## config.mk

```make
export PLATFORM = sky130hd
export DESIGN_NAME = dma_chunk_copy
export DESIGN_NICKNAME = d
export VERILOG_FILES = /design/src/rtl/dma_chunk_copy.sv
export SDC_FILE = /design/constraint.sdc
export NUM_CORES = 2
export LEC_CHECK = 0
export BUFFER_PORTS_ARGS = -buffer_cell sky130_fd_sc_hd__buf_2
export CORE_ASPECT_RATIO = 1.2
export CORE_MARGIN = 5
export CORE_UTILIZATION = 46
export DETAILED_ROUTE_END_ITERATION = 16
export MAX_ROUTING_LAYER = met4
export PLACE_DENSITY = 0.67
export SLEW_MARGIN = 30
export SYNTH_ARGS = -nofsm -noshare
export SYNTH_HDL_FRONTEND = slang
export SYNTH_SLANG_ARGS = --single-unit
export TNS_END_PERCENT = 30
```

## constraint.sdc

```tcl
create_clock -name clk -period 7.95 [get_ports clk]
set_input_delay 0.3975 -clock clk [delete_from_list [all_inputs] [get_ports clk]]
set_output_delay 0.3975 -clock clk [all_outputs]
set_load 0.1 [all_outputs]
```

## src/rtl/dma_chunk_copy.sv

```systemverilog
module dma_chunk_copy #(
  parameter int ADDR_W    = 32,
  parameter int DATA_W    = 128,
  parameter int MAX_BEATS = 32
) (
  input  logic              clk,
  input  logic              rst_n,
  input  logic              cfg_we,
  input  logic [1:0]        cfg_sel,
  input  logic [31:0]       cfg_wdata,
  output logic [31:0]       cfg_rdata,
  output logic              irq,
  output logic              ar_valid,
  input  logic              ar_ready,
  output logic [ADDR_W-1:0] ar_addr,
  output logic [7:0]        ar_len,
  input  logic              r_valid,
  output logic              r_ready,
  input  logic [DATA_W-1:0] r_data,
  output logic              aw_valid,
  input  logic              aw_ready,
  output logic [ADDR_W-1:0] aw_addr,
  output logic [7:0]        aw_len,
  output logic              w_valid,
  input  logic              w_ready,
  output logic [DATA_W-1:0] w_data,
  output logic              w_last,
  input  logic              b_valid,
  output logic              b_ready
);
  localparam int BEAT_B = DATA_W / 8;
  localparam int BSH    = $clog2(BEAT_B);
  localparam int BI_W   = $clog2(MAX_BEATS);
  localparam int IDX_W  = BI_W + 1;
  localparam int REM_W  = 33 - BSH;

  typedef enum logic [2:0] {S_IDLE, S_AR, S_R, S_AW, S_W, S_B} state_t;
  state_t state;

  logic [ADDR_W-1:0] src_r, dst_r, cur_src, cur_dst;
  logic [31:0]       size_r;
  logic [REM_W-1:0]  rem, lim;
  logic [IDX_W-1:0]  idx, nb;
  logic [DATA_W-1:0] stage [MAX_BEATS];
  logic [12:0]       s_room, d_room;
  logic              busy, last_beat;

  assign busy      = state != S_IDLE;
  assign s_room    = 13'h1000 - {1'b0, cur_src[11:0]};
  assign d_room    = 13'h1000 - {1'b0, cur_dst[11:0]};

  always_comb begin
    lim = rem;
    if (lim > REM_W'(MAX_BEATS)) lim = REM_W'(MAX_BEATS);
    if (lim > REM_W'(s_room >> BSH)) lim = REM_W'(s_room >> BSH);
    if (lim > REM_W'(d_room >> BSH)) lim = REM_W'(d_room >> BSH);
  end

  assign nb        = lim[IDX_W-1:0];
  assign last_beat = idx == nb - IDX_W'(1);

  assign ar_valid  = state == S_AR;
  assign ar_addr   = cur_src;
  assign ar_len    = 8'(nb - IDX_W'(1));
  assign r_ready   = state == S_R;
  assign aw_valid  = state == S_AW;
  assign aw_addr   = cur_dst;
  assign aw_len    = 8'(nb - IDX_W'(1));
  assign w_valid   = state == S_W;
  assign w_data    = stage[idx[BI_W-1:0]];
  assign w_last    = w_valid && last_beat;
  assign b_ready   = state == S_B;

  always_comb begin
    case (cfg_sel)
      2'd0:    cfg_rdata = 32'(src_r);
      2'd1:    cfg_rdata = 32'(dst_r);
      2'd2:    cfg_rdata = size_r;
      default: cfg_rdata = {30'd0, irq, busy};
    endcase
  end

  always_ff @(posedge clk)
    if (r_valid && r_ready) stage[idx[BI_W-1:0]] <= r_data;

  always_ff @(posedge clk) begin
    if (!rst_n) begin
      state   <= S_IDLE;
      irq     <= 1'b0;
      src_r   <= '0;
      dst_r   <= '0;
      size_r  <= '0;
      cur_src <= '0;
      cur_dst <= '0;
      rem     <= '0;
      idx     <= '0;
    end else begin
      case (state)
        S_AR: if (ar_ready) begin
          state <= S_R;
          idx   <= '0;
        end
        S_R: if (r_valid) begin
          idx <= idx + IDX_W'(1);
          if (last_beat) begin
            state <= S_AW;
            idx   <= '0;
          end
        end
        S_AW: if (aw_ready) state <= S_W;
        S_W: if (w_ready) begin
          idx <= idx + IDX_W'(1);
          if (last_beat) state <= S_B;
        end
        S_B: if (b_valid) begin
          cur_src <= cur_src + (ADDR_W'(nb) << BSH);
          cur_dst <= cur_dst + (ADDR_W'(nb) << BSH);
          rem     <= rem - REM_W'(nb);
          if (rem == REM_W'(nb)) begin
            state <= S_IDLE;
            irq   <= 1'b1;
          end else begin
            state <= S_AR;
          end
        end
        default: ;
      endcase

      if (cfg_we) begin
        case (cfg_sel)
          2'd0: if (!busy) src_r <= cfg_wdata[ADDR_W-1:0];
          2'd1: if (!busy) dst_r <= cfg_wdata[ADDR_W-1:0];
          2'd2: if (!busy) size_r <= cfg_wdata;
          default: begin
            if (cfg_wdata[1]) irq <= 1'b0;
            if (cfg_wdata[0] && !busy) begin
              if (size_r == 32'd0) begin
                irq <= 1'b1;
              end else begin
                cur_src <= src_r;
                cur_dst <= dst_r;
                rem     <= REM_W'(({1'b0, size_r} + 33'(BEAT_B - 1)) >> BSH);
                state   <= S_AR;
              end
            end
          end
        endcase
      end
    end
  end
endmodule

```

==> impl_metrics.yaml <==
global_routing:
  number_of_global_route_vias_before_repair: 81700
  grt_usage_pct: 23.1
  grt_pass1_wl_um: 602000
  pin_count_of_the_biggest_net_entering_global_routing: 137
  grt_antenna_before_repair: 62
  overflow: 0
routing:
  vias_per_cell: 6.16
  final_wirelength_um: 422000
  drc: 0
  route.antenna.remaining_nets: 0
  drt_first_pass_iters: 8
  detail_route.iter0.violations: 10200
  number_of_vias_after_detailed_routing: 81400
  wl_per_cell_um: 31.9
die:
  die_width_um: 559
  floorplan.die_area_sq_um: 373000
  floorplan_row_count: 241
  die_h_um: 668
  core_region_area_sq_um: 359000
  initial_core_utilization_pct: 46.2
  pin_count: 417
sta:
  setup_tns_ps: 0
  unrepaired_setup_endpoints_after_global_routing: "true"
  finalHoldViolCount: 0
  setup_viol: 0
  worst_slew_margin_rel_pct: 21.2
  min_period_over_period_pct: 96.2
  period_minus_slack_ps: 7650
  clock-skew-final_ps: 56.6
  slew_viols_final: 0
  worst-slew-pin-transition_ps: 1180
  fmax_mhz: 131
  setup_ws_ps: 302
placed_design:
  placement.setup.worst_slack_ps: 356
  placement.io_buffers: 416
  detailed_place_hpwl_um: 206000
  globalplace.congestion: 0.857
  post-place-cells: 12200
  placedInstanceArea_sq_um: 175000
run:
  max_cap_violations: 0
synth:
  yosys_most_used_dff: "sky130_fd_sc_hd__edfxtp_1"
  synth_top_cell_area_share_pct: 74.0
  synthesis.area_sq_um: 166000
  synth_sequential_area_ratio_pct: 76.5
  leading_area_contributor_after_synthesis: "sky130_fd_sc_hd__edfxtp_1"
  synth_enable_flop_cells: 4096
  yosysUniqueCellTypes: 68
  cells_taking_the_most_area_after_synthesis: "sky130_fd_sc_hd__edfxtp_1, sky130_fd_sc_hd__mux4_2, sky130_fd_sc_hd__dfxtp_1"
  asyncSetResetFlopFracSynth_pct: 0
  synth_most_common_cell: "sky130_fd_sc_hd__edfxtp_1"
  synth_commonest_cells: "sky130_fd_sc_hd__edfxtp_1, sky130_fd_sc_hd__mux4_2, sky130_fd_sc_hd__clkbuf_1"
  yosysWarningCount: 0
  register_bit_count_reported_by_yosys: 4300
  syn-mean-instance-area_sq_um: 22.6
  synthCells: 7338
final_layout:
  nFillCells: 27100
  layout.nets: 8318
  share_of_post_route_cells_with_drive_strength_above_1_pct: 31.1
  multi_input_area_sq_um: 37800
  finished_layout_cell_area_sq_um: 190000
  area_growth_from_synthesis_to_layout_pct: 14.2
  final-seq-area_sq_um: 127000
  instances_no_fill: 13200
worst_setup_path:
  cp_launch_type: "flip-flop"
  arrival_ps: 7250
  critPathMaxStageDelay_ps: 600
  critPathMaxFanout: 6
  critPathSlowestCell: "sky130_fd_sc_hd__or4_1"
  timing.rr.end: "rem[28]"
  critical_path.cell_chain: "or4_1 > or4_4 > nor3_4 > inv_1 > ha_1 > a21o_1 > a221o_1 > a41oi_2 > or2_4 > mux2_2 > ha_1 > a22o_1 > o41ai_4 > a21oi_1 > and2_2 > a21oi_4 > buf_4 > ha_4 > inv_1 > o32ai_4 > xnor3_1 > nand4_1 > nor3b_4 > buf_12"
  worstRegToRegCells: 27
  criticalPathCategory: "reg2out"
  endpoint_kind: "primary output"
  timing.reg2reg.setup_slack_ps: 510
  critPathRequiredTime_ps: 7550
  critical_path.reg2reg.startpoint: "rem[19]"
clock_network:
  cts-htree-levels: 5
  tritoncts: "done"
  path_clk_slew_ps: 60
  cts_inserted_buffers: 413
  cts_root_buffer: "sky130_fd_sc_hd__clkbuf_16"
  cts_buffer_depth: 4
  clk_latency_ps: 980
  clock_sinks: 4300
worst_hold_path:
  holdCritPathClass: "in2reg"
  worstHoldEndpoint: "idx[5]"
  hp-start: "r_valid"
  hold_path_depth: 5
power:
  power.ir.vdd_worst_mv: 0.476
  cellLeakagePower_nw: 57.7
  power_density_nw_per_um2: 244
status:
  run_status: "complete, no violations"
routing by layer:
metal	track usage, %	wire [um]
met1	32.0	167000
met2	36.3	206000
met3	3.87	38600
met4	5.35	9780
met5	-	0
worst max-delay path by stage:
stage / startpoint / endpoint / depth (start not counted)
after floorplan: state[1] / stage[28][0] / 5
after global placement: rem[23] / rem[26] / 28
after detailed placement: rem[23] / rem[23] / 27
after CTS: rem[23] / w_last / 24
after global routing: rem[19] / w_last / 24
final: rem[19] / w_last / 24
critical path: cells and delay by family (launching register included):
kind | cells | cell delay (ps)
buf+inv | 4 | 520
compound gates | 8 | 1930
flops | 1 | 340
fa+ha+maj | 3 | 670
xor+xnor | 1 | 180
simple gates | 7 | 2260
mux | 1 | 360
sequential cells by signal, summed over array words and instances, names as in the netlist, named ones only:
name     flops
ar_addr     32
aw_addr     32
dst_r       32
idx          6
irq          1
rem         29
size_r      32
src_r       32
stage     4096
state        3
timing repair:
action | CTS | global route
pin swaps | 3 | 5
hold buffers | 170 | 0
setup endpoints to repair | 5 | 12
gates resized for setup | 4 | 13
setup buffers | 1 | 3
endpoints found under the hold margin | 4228 | 0
where the power goes:
group / internal (mW) / switching, mW / total, mW
sequential: 24.8 / 0.0480 / 24.9
combinational: 0.668 / 2.14 / 2.80
clock: 10.4 / 8.21 / 18.6
layout make-up:
type                       instances  area share [%]
clock inverter                   223           0.923
clock buffer                     524            5.76
inverter                          35          0.0719
sequential                      4300            67.0
antenna                           39          0.0514
timing repair buffer             751            3.12
multi-input combinational       2603            19.9
tap                             4738            3.12
logic make-up after synthesis:
| logic type | Yosys count | synth area share [%] |
|---|---|---|
| buffers and inverters | 437 | 1.01 |
| AO/OA/AOI/OAI | 321 | 1.20 |
| other | 1 | 0.00226 |
| XOR/XNOR | 127 | 0.687 |
| adder cells (fa/ha/maj) | 44 | 0.345 |
| multiplexers | 1442 | 18.4 |
| AND/OR/NAND/NOR | 666 | 1.81 |
| flip-flops | 4300 | 76.5 |
metrics by stage:
stage	util (%)	hold slack (ps)	power [mW]
3_3_place_gp	48.6	447	27.9
3_5_place_dp	48.7	461	28.0
4_1_cts	52.7	5.15	46.6
5_1_grt	52.8	94.5	47.8
6_report	52.8	73.7	46.3
2_1_floorplan	-	435	27.4
placed cells by master, fill, tap and decap left out, types with 9 or more instances in the layout:
cell	count
sky130_fd_sc_hd__clkbuf_16	418
sky130_fd_sc_hd__buf_16	9
sky130_fd_sc_hd__clkinv_8	10
sky130_fd_sc_hd__and3_1	20
sky130_fd_sc_hd__bufinv_16	22
sky130_fd_sc_hd__nor4_1	17
sky130_fd_sc_hd__ha_1	40
sky130_fd_sc_hd__a211oi_1	62
sky130_fd_sc_hd__a21oi_1	137
sky130_fd_sc_hd__a21o_1	11
sky130_fd_sc_hd__mux4_2	1282
sky130_fd_sc_hd__nand2_1	318
sky130_fd_sc_hd__dlygate4sd3_1	170
sky130_fd_sc_hd__nand4_1	16
sky130_fd_sc_hd__inv_1	34
sky130_fd_sc_hd__clkbuf_1	99
sky130_fd_sc_hd__nor2_1	117
sky130_fd_sc_hd__or3_1	18
sky130_fd_sc_hd__nor2_4	32
sky130_fd_sc_hd__xor2_1	63
sky130_fd_sc_hd__diode_2	39
sky130_fd_sc_hd__inv_6	13
sky130_fd_sc_hd__edfxtp_1	4096
sky130_fd_sc_hd__o21ai_0	54
sky130_fd_sc_hd__buf_12	57
sky130_fd_sc_hd__mux2_2	129
sky130_fd_sc_hd__and2_1	10
sky130_fd_sc_hd__mux2i_1	31
sky130_fd_sc_hd__buf_4	98
sky130_fd_sc_hd__clkinv_2	65
sky130_fd_sc_hd__nand3_1	31
sky130_fd_sc_hd__xnor2_1	61
sky130_fd_sc_hd__clkinv_1	103
sky130_fd_sc_hd__dfxtp_1	195
sky130_fd_sc_hd__buf_2	415
sky130_fd_sc_hd__nor3_1	22
Note: power is estimated with default switching activity, not from simulation.
